[src/rtl/xtea_pkg.sv]
package xtea_pkg;

   // Number of key words selected by the schedule
   localparam int unsigned KEY_WORDS = 4;

   // Which half update of a cycle is being performed
   typedef enum logic {
      HALF_A = 1'b0,
      HALF_B = 1'b1
   } half_e;

endpackage

[src/rtl/xtea_keysel.sv]
module xtea_keysel
   import xtea_pkg::*;
#(
   parameter int unsigned WORD_W = 32
) (
   input  logic [KEY_WORDS*WORD_W-1:0] key,
   input  logic [1:0]                  idx,
   output logic [WORD_W-1:0]           word
);

   logic [WORD_W-1:0] words [KEY_WORDS];

   // Word 0 lives in the most significant slice
   for (genvar g = 0; g < KEY_WORDS; g++) begin : g_unpack
      assign words[g] = key[(KEY_WORDS-g)*WORD_W-1 -: WORD_W];
   end

   assign word = words[idx];

endmodule

[src/rtl/xtea_mix.sv]
module xtea_mix #(
   parameter int unsigned WORD_W = 32,
   parameter int unsigned SHL    = 4,
   parameter int unsigned SHR    = 5
) (
   input  logic [WORD_W-1:0] target,
   input  logic [WORD_W-1:0] other,
   input  logic [WORD_W-1:0] sum,
   input  logic [WORD_W-1:0] kword,
   input  logic              subtract,
   output logic [WORD_W-1:0] next
);

   logic [WORD_W-1:0] spread;
   logic [WORD_W-1:0] tweak;
   logic [WORD_W-1:0] f_val;

   always_comb begin
      spread = ((other << SHL) ^ (other >> SHR)) + other;
      tweak  = sum + kword;
      f_val  = spread ^ tweak;
      next   = subtract ? (target - f_val) : (target + f_val);
   end

endmodule

[src/rtl/xtea_sched.sv]
module xtea_sched
   import xtea_pkg::*;
#(
   parameter int unsigned        WORD_W = 32,
   parameter int unsigned        CYCLES = 32,
   parameter logic [WORD_W-1:0]  DELTA  = 'h9E3779B9
) (
   input  logic              clk,
   input  logic              rst_n,
   input  logic              start,
   input  logic              decrypt,
   output logic              load,
   output logic              step,
   output half_e             phase,
   output logic              dec_mode,
   output logic [WORD_W-1:0] sum,
   output logic              ready,
   output logic              done_valid
);

   localparam int unsigned          CNT_W   = $clog2(CYCLES + 1);
   localparam logic [2*WORD_W-1:0]  PROD    = (2*WORD_W)'(DELTA) * (2*WORD_W)'(CYCLES);
   localparam logic [WORD_W-1:0]    SUM_DEC = PROD[WORD_W-1:0];
   localparam logic [CNT_W-1:0]     LAST    = CNT_W'(CYCLES - 1);

   logic              busy_q;
   half_e             phase_q;
   logic [CNT_W-1:0]  cnt_q;
   logic [WORD_W-1:0] sum_q;
   logic              dec_q;
   logic              valid_q;
   logic              last_cycle;

   assign load       = start & ~busy_q;
   assign step       = busy_q;
   assign last_cycle = (cnt_q == LAST);

   always_ff @(posedge clk or negedge rst_n) begin
      if (!rst_n) begin
         busy_q  <= 1'b0;
         phase_q <= HALF_A;
         cnt_q   <= '0;
         sum_q   <= '0;
         dec_q   <= 1'b0;
         valid_q <= 1'b0;
      end else if (load) begin
         busy_q  <= 1'b1;
         phase_q <= HALF_A;
         cnt_q   <= '0;
         sum_q   <= decrypt ? SUM_DEC : '0;
         dec_q   <= decrypt;
         valid_q <= 1'b0;
      end else if (busy_q) begin
         if (phase_q == HALF_A) begin
            sum_q   <= dec_q ? (sum_q - DELTA) : (sum_q + DELTA);
            phase_q <= HALF_B;
         end else begin
            phase_q <= HALF_A;
            cnt_q   <= cnt_q + CNT_W'(1);
            if (last_cycle) begin
               busy_q  <= 1'b0;
               valid_q <= 1'b1;
            end
         end
      end
   end

   assign phase      = phase_q;
   assign dec_mode   = dec_q;
   assign sum        = sum_q;
   assign ready      = ~busy_q;
   assign done_valid = valid_q;

endmodule

[src/rtl/xtea_datapath.sv]
module xtea_datapath
   import xtea_pkg::*;
#(
   parameter int unsigned WORD_W  = 32,
   parameter int unsigned SHL     = 4,
   parameter int unsigned SHR     = 5,
   parameter int unsigned KSEL_HI = 11
) (
   input  logic                        clk,
   input  logic                        rst_n,
   input  logic                        load,
   input  logic                        step,
   input  half_e                       phase,
   input  logic                        dec_mode,
   input  logic [WORD_W-1:0]           sum,
   input  logic [KEY_WORDS*WORD_W-1:0] key_in,
   input  logic [2*WORD_W-1:0]         block_in,
   output logic [2*WORD_W-1:0]         block_out
);

   logic [WORD_W-1:0]           v0_q, v1_q;
   logic [KEY_WORDS*WORD_W-1:0] key_q;
   logic                        upd_v0;
   logic [WORD_W-1:0]           target, other, kword, next;
   logic [1:0]                  kidx;

   // Encryption touches v0 on the first half, decryption on the second
   assign upd_v0 = (phase == HALF_A) ^ dec_mode;
   assign target = upd_v0 ? v0_q : v1_q;
   assign other  = upd_v0 ? v1_q : v0_q;
   assign kidx   = upd_v0 ? sum[1:0] : sum[KSEL_HI+1:KSEL_HI];

   xtea_keysel #(.WORD_W(WORD_W)) u_keysel (
      .key  (key_q),
      .idx  (kidx),
      .word (kword)
   );

   xtea_mix #(.WORD_W(WORD_W), .SHL(SHL), .SHR(SHR)) u_mix (
      .target   (target),
      .other    (other),
      .sum      (sum),
      .kword    (kword),
      .subtract (dec_mode),
      .next     (next)
   );

   always_ff @(posedge clk or negedge rst_n) begin
      if (!rst_n) begin
         v0_q  <= '0;
         v1_q  <= '0;
         key_q <= '0;
      end else if (load) begin
         v0_q  <= block_in[2*WORD_W-1:WORD_W];
         v1_q  <= block_in[WORD_W-1:0];
         key_q <= key_in;
      end else if (step) begin
         if (upd_v0) v0_q <= next;
         else        v1_q <= next;
      end
   end

   assign block_out = {v0_q, v1_q};

endmodule

[src/rtl/xtea_core.sv]
module xtea_core
   import xtea_pkg::*;
#(
   parameter int unsigned       WORD_W  = 32,
   parameter int unsigned       CYCLES  = 32,
   parameter logic [WORD_W-1:0] DELTA   = 'h9E3779B9,
   parameter int unsigned       SHL     = 4,
   parameter int unsigned       SHR     = 5,
   parameter int unsigned       KSEL_HI = 11
) (
   input  logic                        clk,
   input  logic                        rst_n,
   input  logic                        start,
   input  logic                        decrypt,
   input  logic [KEY_WORDS*WORD_W-1:0] key,
   input  logic [2*WORD_W-1:0]         block_in,
   output logic                        ready,
   output logic [2*WORD_W-1:0]         result,
   output logic                        result_valid
);

   // Elaboration-time parameter checks
   if (CYCLES < 1) begin : g_bad_cycles
      $error("xtea_core: CYCLES must be at least 1");
   end
   if (KSEL_HI + 1 >= WORD_W) begin : g_bad_ksel
      $error("xtea_core: KSEL_HI+1 must index inside a word");
   end
   if (SHL >= WORD_W || SHR >= WORD_W) begin : g_bad_shift
      $error("xtea_core: shift amounts must be below WORD_W");
   end

   logic              load, step, dec_mode;
   half_e             phase;
   logic [WORD_W-1:0] sum;

   xtea_sched #(.WORD_W(WORD_W), .CYCLES(CYCLES), .DELTA(DELTA)) u_sched (
      .clk        (clk),
      .rst_n      (rst_n),
      .start      (start),
      .decrypt    (decrypt),
      .load       (load),
      .step       (step),
      .phase      (phase),
      .dec_mode   (dec_mode),
      .sum        (sum),
      .ready      (ready),
      .done_valid (result_valid)
   );

   xtea_datapath #(.WORD_W(WORD_W), .SHL(SHL), .SHR(SHR), .KSEL_HI(KSEL_HI)) u_dp (
      .clk       (clk),
      .rst_n     (rst_n),
      .load      (load),
      .step      (step),
      .phase     (phase),
      .dec_mode  (dec_mode),
      .sum       (sum),
      .key_in    (key),
      .block_in  (block_in),
      .block_out (result)
   );

endmodule

[config.mk]
export PLATFORM = sky130hd
export DESIGN_NAME = xtea_core
export DESIGN_NICKNAME = d
export VERILOG_FILES = /design/src/rtl/xtea_pkg.sv /design/src/rtl/xtea_keysel.sv /design/src/rtl/xtea_mix.sv /design/src/rtl/xtea_sched.sv /design/src/rtl/xtea_datapath.sv /design/src/rtl/xtea_core.sv
export SDC_FILE = /design/constraint.sdc
export NUM_CORES = 1
export LEC_CHECK = 0
export BUFFER_PORTS_ARGS = -buffer_cell sky130_fd_sc_hd__buf_4
export CAP_MARGIN = 25
export CORE_AREA = 4 4 206 208
export CTS_BUF_LIST = sky130_fd_sc_hd__clkbuf_2 sky130_fd_sc_hd__clkbuf_4 sky130_fd_sc_hd__clkbuf_8
export DETAILED_ROUTE_END_ITERATION = 6
export DIE_AREA = 0 0 210 212
export PLACE_DENSITY = 0.68
export SLEW_MARGIN = 20
export SYNTH_ARGS = -nofsm -noshare
export SYNTH_HDL_FRONTEND = slang
export SYNTH_SLANG_ARGS = --single-unit
[constraint.sdc]
create_clock -name clk -period 19 [get_ports clk]
set_clock_uncertainty 0.2 [all_clocks]
set_input_delay 2.85 -clock clk [delete_from_list [all_inputs] [get_ports clk]]
set_output_delay 2.85 -clock clk [all_outputs]
set_load 0.02 [all_outputs]
==> results of run 1 <==
## per-layer routing
layer | up-vias | part of all wire [%] | global-route usage [%]
li1 | 7861 | - | -
met1 | 7671 | 48 | 34.04
met5 | - | 0 | 0
met3 | 71 | 6.6 | 3.527
met2 | 583 | 43 | 35.07
met4 | 0 | 2.2 | 6.593
## cell type report
cell class                      instances  area, sq um  share of cell area, %
Sequential cell                       234         5856                  27.08
Inverter                               54        202.7                 0.9374
Multi-Input combinational cell       1740        11820                  54.66
Tap cell                              532        665.6                  3.079
Timing Repair Buffer                  281         2165                  10.01
Clock buffer                           58        735.7                  3.403
Clock inverter                         16        178.9                 0.8275
## critical path: cells and delay by family, from the launching register on
kind                     cells  cell delay, ns
buffers and inverters        3            1.48
AND/OR/NAND/NOR              7            1.37
flip-flops                   1            0.32
adder cells (fa/ha/maj)      3            1.03
XOR/XNOR                     5            1.21
multiplexers                 2            0.90
AO/OA/AOI/OAI               10            2.61
## cells in the mapped netlist (all sizes together), types with 7 or more instances
cell type,number,area share (%)
nor2b,10,0.34
o21bai,26,1.1
and2,7,0.24
xnor2,131,6.6
o21ai,110,3.1
buf,22,0.48
nand4,17,0.70
inv,54,1.1
a21o,50,2.1
ha,131,9.0
xor2,63,3.0
o211ai,9,0.37
dfrtp,234,32
a211oi,11,0.59
mux2i,46,2.5
and3,15,0.52
mux4,32,4.0
o21a,13,0.54
nor3,17,0.59
clkbuf,63,1.3
nand2,562,12
mux2,46,2.9
a221o,8,0.50
nand2b,11,0.38
a31oi,36,1.3
nor2,125,2.6
a21oi,144,4.1
o31ai,11,0.61
nand3,28,0.80
## through the flow
step	instance area [sq um]	worst slack, ns	util, %	hold WS, ns
detailed placement	20640	9.872	50.91	0.2588
finish	21620	9.722	53.32	0.2697
floorplan	18140	11.07	-	0.2403
global route	21620	9.130	53.32	0.2902
CTS	21560	9.816	53.16	0.2729
global placement	20630	10.16	50.87	0.2537
## worst max path at each step
stage | from | to | cells after the start
6_report | u_sched.dec_mode | u_dp.v0_q[31] | 30
3_3_place_gp | u_sched.dec_mode | u_dp.v0_q[31] | 30
2_1_floorplan | u_sched.dec_mode | u_dp.v0_q[31] | 26
3_5_place_dp | u_sched.dec_mode | u_dp.v0_q[31] | 30
4_1_cts | u_sched.dec_mode | u_dp.v0_q[31] | 30
5_1_grt | u_sched.dec_mode | u_dp.v0_q[31] | 30
## flip-flops by register name (all words and copies together) (netlist names)
register / flops
u_sched.dec_mode: 1
u_sched.phase: 1
u_sched.cnt_q: 6
u_dp.v1_q: 32
u_sched.done_valid: 1
u_dp.key_q: 128
u_sched.sum: 32
u_sched.step: 1
u_dp.v0_q: 32
## logic make-up (layout without fill, tap and decap cells)
kind of cell / after synthesis / in the layout / share of synthesized area, %
compound gates: 471 / 471 / 17.06
xor+xnor: 197 / 197 / 10.03
fa+ha+maj: 135 / 135 / 9.476
buf+inv: 139 / 409 / 2.903
flops: 234 / 234 / 32.28
mux: 124 / 124 / 9.366
simple gates: 813 / 813 / 18.90
==> flow_summary_export.csv, run 1 <==
group,metric,value,unit
detailed_routing,detail_route.drc_violations,0,
hold_path,timing.hold.worst.class,"reg -> reg",
synthesis,postSynthCellCount,2113,
global_route,antenna_found_initial,0,
setup_path,worst_path_largest_cell_delay,0.60,ns
setup_path,number_of_cell_instances_on_the_worst_register_to_register_path,30,
synthesis,ys_async_sr_fraction,100.0,%
setup_path,worst-r2r-setup-slack,9.72,ns
setup_path,rr_startpoint,"u_sched.dec_mode",
setup_path,critical_path_class,"reg -> reg",
clocking,tritoncts_clock_tree,"done",
setup_path,highest_net_fanout_along_the_worst_path,44,
floorplanning,floorplan.die.height,212,microns
setup_path,worst_path_max_delay_cell,"sky130_fd_sc_hd__mux4_2",
synthesis,synth-edff-count,0,
hold_path,timing.hold.worst.start,"u_dp.key_q[75]",
global_route,vias_in_the_first_global_route,15989,
placed_design,place.detailed.hpwl,40050,microns
synthesis,total_standard_cell_area_after_synthesis,18140,sq um
cells_and_area,fill_cells,3746,
floorplanning,die-area,44520,sq um
floorplanning,ios,262,
clocking,cts-buffers-inserted,42,
clocking,post_cts_resized,0,
synthesis,yosysSeqAreaShare,32.28,%
hold_path,worst_hold_path.num_cells,2,
clocking,htreeDepth,2,
timing,slew-limit-headroom,31.58,%
synthesis,synth.lib_cells_used.distinct,86,
global_route,globalRoute.totalOverflow,0,
detailed_routing,drt_wl_total,52160,microns
detailed_routing,dr.pass1.iters,5,
global_route,global_route.usage.total,22.95,%
run,timing.max_cap.violations,0,
clocking,postCtsSetupBuffers,0,
setup_path,critPathCaptureType,"flip-flop",
timing,post-route-min-period,9.278,ns
global_route,grt_pass1_wl,83970,microns
timing,post-route-period-util,48.83,%
synthesis,synthesis.yosys.warnings,0,
clocking,cts.sinks,234,
timing,max_freq,107.8,MHz
detailed_routing,iteration_0_drc_markers,1025,
setup_path,worstPathRequired,19.31,ns
cells_and_area,layout-drive-gt1-share,20.44,%
synthesis,postSynth.topFlopCell,"sky130_fd_sc_hd__dfrtp_1",
setup_path,setup.worst_path.start_class,"flip-flop",
cells_and_area,antenna_cells,0,
synthesis,syn-num-nets,2444,
outcome,outcome,"complete, no violations",
floorplanning,initial_core_util,44.74,%
timing,tightest_slew,1.026,ns
timing,rsz0062_at_grt,"false",
placed_design,placement.io_buffers,261,
floorplanning,core-area,40550,sq um
synthesis,syn_area_per_cell,8.586,sq um
setup_path,arrival,9.59,ns
detailed_routing,wl_per_cell,17.89,microns
clocking,clk_root_buffer_cell,"sky130_fd_sc_hd__clkbuf_8",
placed_design,place_inst,2838,
clocking,cts_max_path_buffers,3,
clocking,clkTransAtPathRegs,0.06,ns
cells_and_area,areaGrowthSynthToFinish,19.18,%
cells_and_area,final_common_cell,"sky130_fd_sc_hd__nand2_1",
placed_design,gpl.final_weighted_congestion,0.9782,
floorplanning,fp.dieW,210,microns
clocking,clk_latency,0.62,ns
detailed_routing,postRouteAntennaNets,0,
detailed_routing,detail_route.vias_per_cell,5.553,
timing,finalSetupTns,0,ns
cells_and_area,fin_cells,2915,
timing,finalHoldViolCount,0,
hold_path,whs_endpoint,"u_dp.key_q[75]",
floorplanning,row_count,74,
cells_and_area,design.final.nets,2684,
synthesis,synth-seq-cells,234,
timing,final_max_slew_viol_count,0,
cells_and_area,final_cell_mix,"sky130_fd_sc_hd__nand2_1, sky130_fd_sc_hd__buf_4, sky130_fd_sc_hd__dfrtp_1",
setup_path,worstReg2RegEnd,"u_dp.v0_q[31]",
clocking,ctsHoldBuffers,0,
detailed_routing,dr_total_vias,16186,
timing,finalSetupViolCount,0,
global_route,grt_max_degree,105,
Power of run 1 is not shown: default switching activity piles up to over one toggle a cycle in this logic, so the estimate is an artifact.
==> run 2: changes to the inputs <==
==> constraint.sdc (replaced) <==
create_clock -name clk -period 9 [get_ports clk]
set_clock_uncertainty 0.2 [all_clocks]
set_input_delay 1.35 -clock clk [delete_from_list [all_inputs] [get_ports clk]]
set_output_delay 1.35 -clock clk [all_outputs]
set_load 0.02 [all_outputs]
==> flow_summary_export.csv, run 2 (same netlist as run 1, synthesis figures left out) <==
group,metric,value,unit
detailed_routing,dr.pass1.iters,7,
setup_path,arrival,8.58,ns
timing,rsz0062_at_grt,"false",
hold_path,worst_hold_path.num_cells,2,
cells_and_area,areaGrowthSynthToFinish,19.16,%
detailed_routing,detail_route.drc_violations,0,
placed_design,place.detailed.hpwl,40320,microns
floorplanning,initial_core_util,44.74,%
clocking,cts-buffers-inserted,42,
setup_path,worst_path_largest_cell_delay,0.57,ns
detailed_routing,detail_route.vias_per_cell,5.557,
placed_design,gpl.final_weighted_congestion,0.9473,
clocking,clk_latency,0.60,ns
timing,finalHoldViolCount,0,
detailed_routing,drt_wl_total,51570,microns
timing,final_max_slew_viol_count,0,
setup_path,worstPathRequired,9.29,ns
global_route,grt_pass1_wl,82370,microns
clocking,htreeDepth,2,
floorplanning,die-area,44520,sq um
setup_path,critical_path_class,"reg -> reg",
timing,finalSetupViolCount,0,
floorplanning,fp.dieW,210,microns
global_route,antenna_found_initial,0,
setup_path,highest_net_fanout_along_the_worst_path,6,
cells_and_area,layout-drive-gt1-share,20.38,%
setup_path,crit_path_frequent_cell,"sky130_fd_sc_hd__xnor2_1",
floorplanning,row_count,74,
global_route,globalRoute.totalOverflow,0,
setup_path,critical-path-top-delay-family,"compound AO/OA/AOI/OAI gates",
placed_design,placement.io_buffers,261,
setup_path,critPathCaptureType,"flip-flop",
setup_path,critical_path_depth,27,
global_route,global_route.usage.total,22.48,%
cells_and_area,antenna_cells,0,
clocking,tritoncts_clock_tree,"done",
setup_path,setup.worst_path.start_class,"flip-flop",
placed_design,place_inst,2840,
clocking,ctsHoldBuffers,0,
run,timing.max_cap.violations,0,
timing,post-route-min-period,8.295,ns
cells_and_area,final_common_cell,"sky130_fd_sc_hd__nand2_1",
setup_path,crit_buf_inv,0,
outcome,outcome,"complete, no violations",
global_route,vias_in_the_first_global_route,15769,
clocking,clk_root_buffer_cell,"sky130_fd_sc_hd__clkbuf_8",
placed_design,placed_cell_area,20660,sq um
detailed_routing,iteration_0_drc_markers,1104,
timing,worst_slack,0.7046,ns
timing,max_freq,120.5,MHz
setup_path,startpoint,"u_sched.phase",
floorplanning,floorplan.die.height,212,microns
setup_path,cp-endpoint,"u_dp.v0_q[31]",
clocking,postCtsSetupBuffers,0,
clocking,cts_max_path_buffers,3,
hold_path,timing.hold.worst.class,"reg -> reg",
cells_and_area,largest_reg_flops,128,
clocking,cts.sinks,234,
placed_design,pre_cts_slack,0.7060,ns
setup_path,worst_path_max_delay_cell,"sky130_fd_sc_hd__mux4_2",
timing,tightest_slew,0.9079,ns
clocking,clkTransAtPathRegs,0.06,ns
cells_and_area,final_cell_mix,"sky130_fd_sc_hd__nand2_1, sky130_fd_sc_hd__buf_4, sky130_fd_sc_hd__dfrtp_1",
clocking,post_cts_resized,0,
setup_path,worstReg2RegEnd,"u_dp.v0_q[31]",
setup_path,number_of_cell_instances_on_the_worst_register_to_register_path,27,
cells_and_area,final_design_area_no_fill,21620,sq um
detailed_routing,dr_total_vias,16183,
floorplanning,ios,262,
timing,slew-limit-headroom,39.48,%
setup_path,rr_startpoint,"u_sched.phase",
cells_and_area,fin_cells,2912,
cells_and_area,regMostFlops,"u_dp.key_q",
floorplanning,core-area,40550,sq um
timing,post-route-period-util,92.17,%
setup_path,worst-r2r-setup-slack,0.70,ns
cells_and_area,design.final.nets,2684,
detailed_routing,postRouteAntennaNets,0,
timing,finalSetupTns,0,ns
detailed_routing,wl_per_cell,17.71,microns
global_route,grt_max_degree,113,
[run 2: changes by cell type in the layout (fill, tap and decap cells not counted), moves of 2 or more]
cell                         before  now
sky130_fd_sc_hd__clkbuf_8        48   53
sky130_fd_sc_hd__buf_4          276  278
sky130_fd_sc_hd__clkinvlp_4       1    3
sky130_fd_sc_hd__clkinv_2         9    2
[run 2: stage by stage]
step | util, % | hold slack (ns)
final | 53.31 | 0.2697
after global routing | 53.31 | 0.2811
after CTS | 53.21 | 0.2727
after detailed placement | 50.94 | 0.2579
after global placement | 50.91 | 0.2526
after floorplan | - | 0.2403
[run 2: how the worst min path moves through the flow]
stage | end | startpoint | slack (ns)
floorplan | u_dp.key_q[64] | u_dp.key_q[64] | 0.24
global placement | u_dp.key_q[14] | u_dp.key_q[14] | 0.25
detailed placement | u_dp.key_q[127] | u_dp.key_q[127] | 0.26
CTS | u_dp.key_q[127] | u_dp.key_q[127] | 0.27
global route | u_dp.key_q[127] | u_dp.key_q[127] | 0.28
finish | u_dp.key_q[53] | u_dp.key_q[53] | 0.27
[run 2: final cells by class]
| class | count | area, sq um |
|---|---|---|
| inverter | 54 | 202.7 |
| sequential | 234 | 5856 |
| clock buffer | 62 | 797.0 |
| fill | 3691 | 18940 |
| timing repair buffer | 281 | 2145 |
| tap | 532 | 665.6 |
| multi-input combinational | 1740 | 11830 |
| clock inverter | 9 | 120.1 |
[run 2: routing by layer]
metal / vias up / routed length (microns) / GRT usage (%)
met5: - / 0 / 0
met1: 7658 / 24650 / 33.38
met3: 69 / 3550 / 3.571
met4: 0 / 982 / 6.571
li1: 7860 / - / -
met2: 596 / 22390 / 34.15
[run 2: tightest hold or removal path: stages, from the launching register on]
cell,delay [ns]
sky130_fd_sc_hd__dfrtp_1,0.34
sky130_fd_sc_hd__nand2_1,0.05
sky130_fd_sc_hd__nand2_1,0.05
Power of run 2 is left out for the same reason.
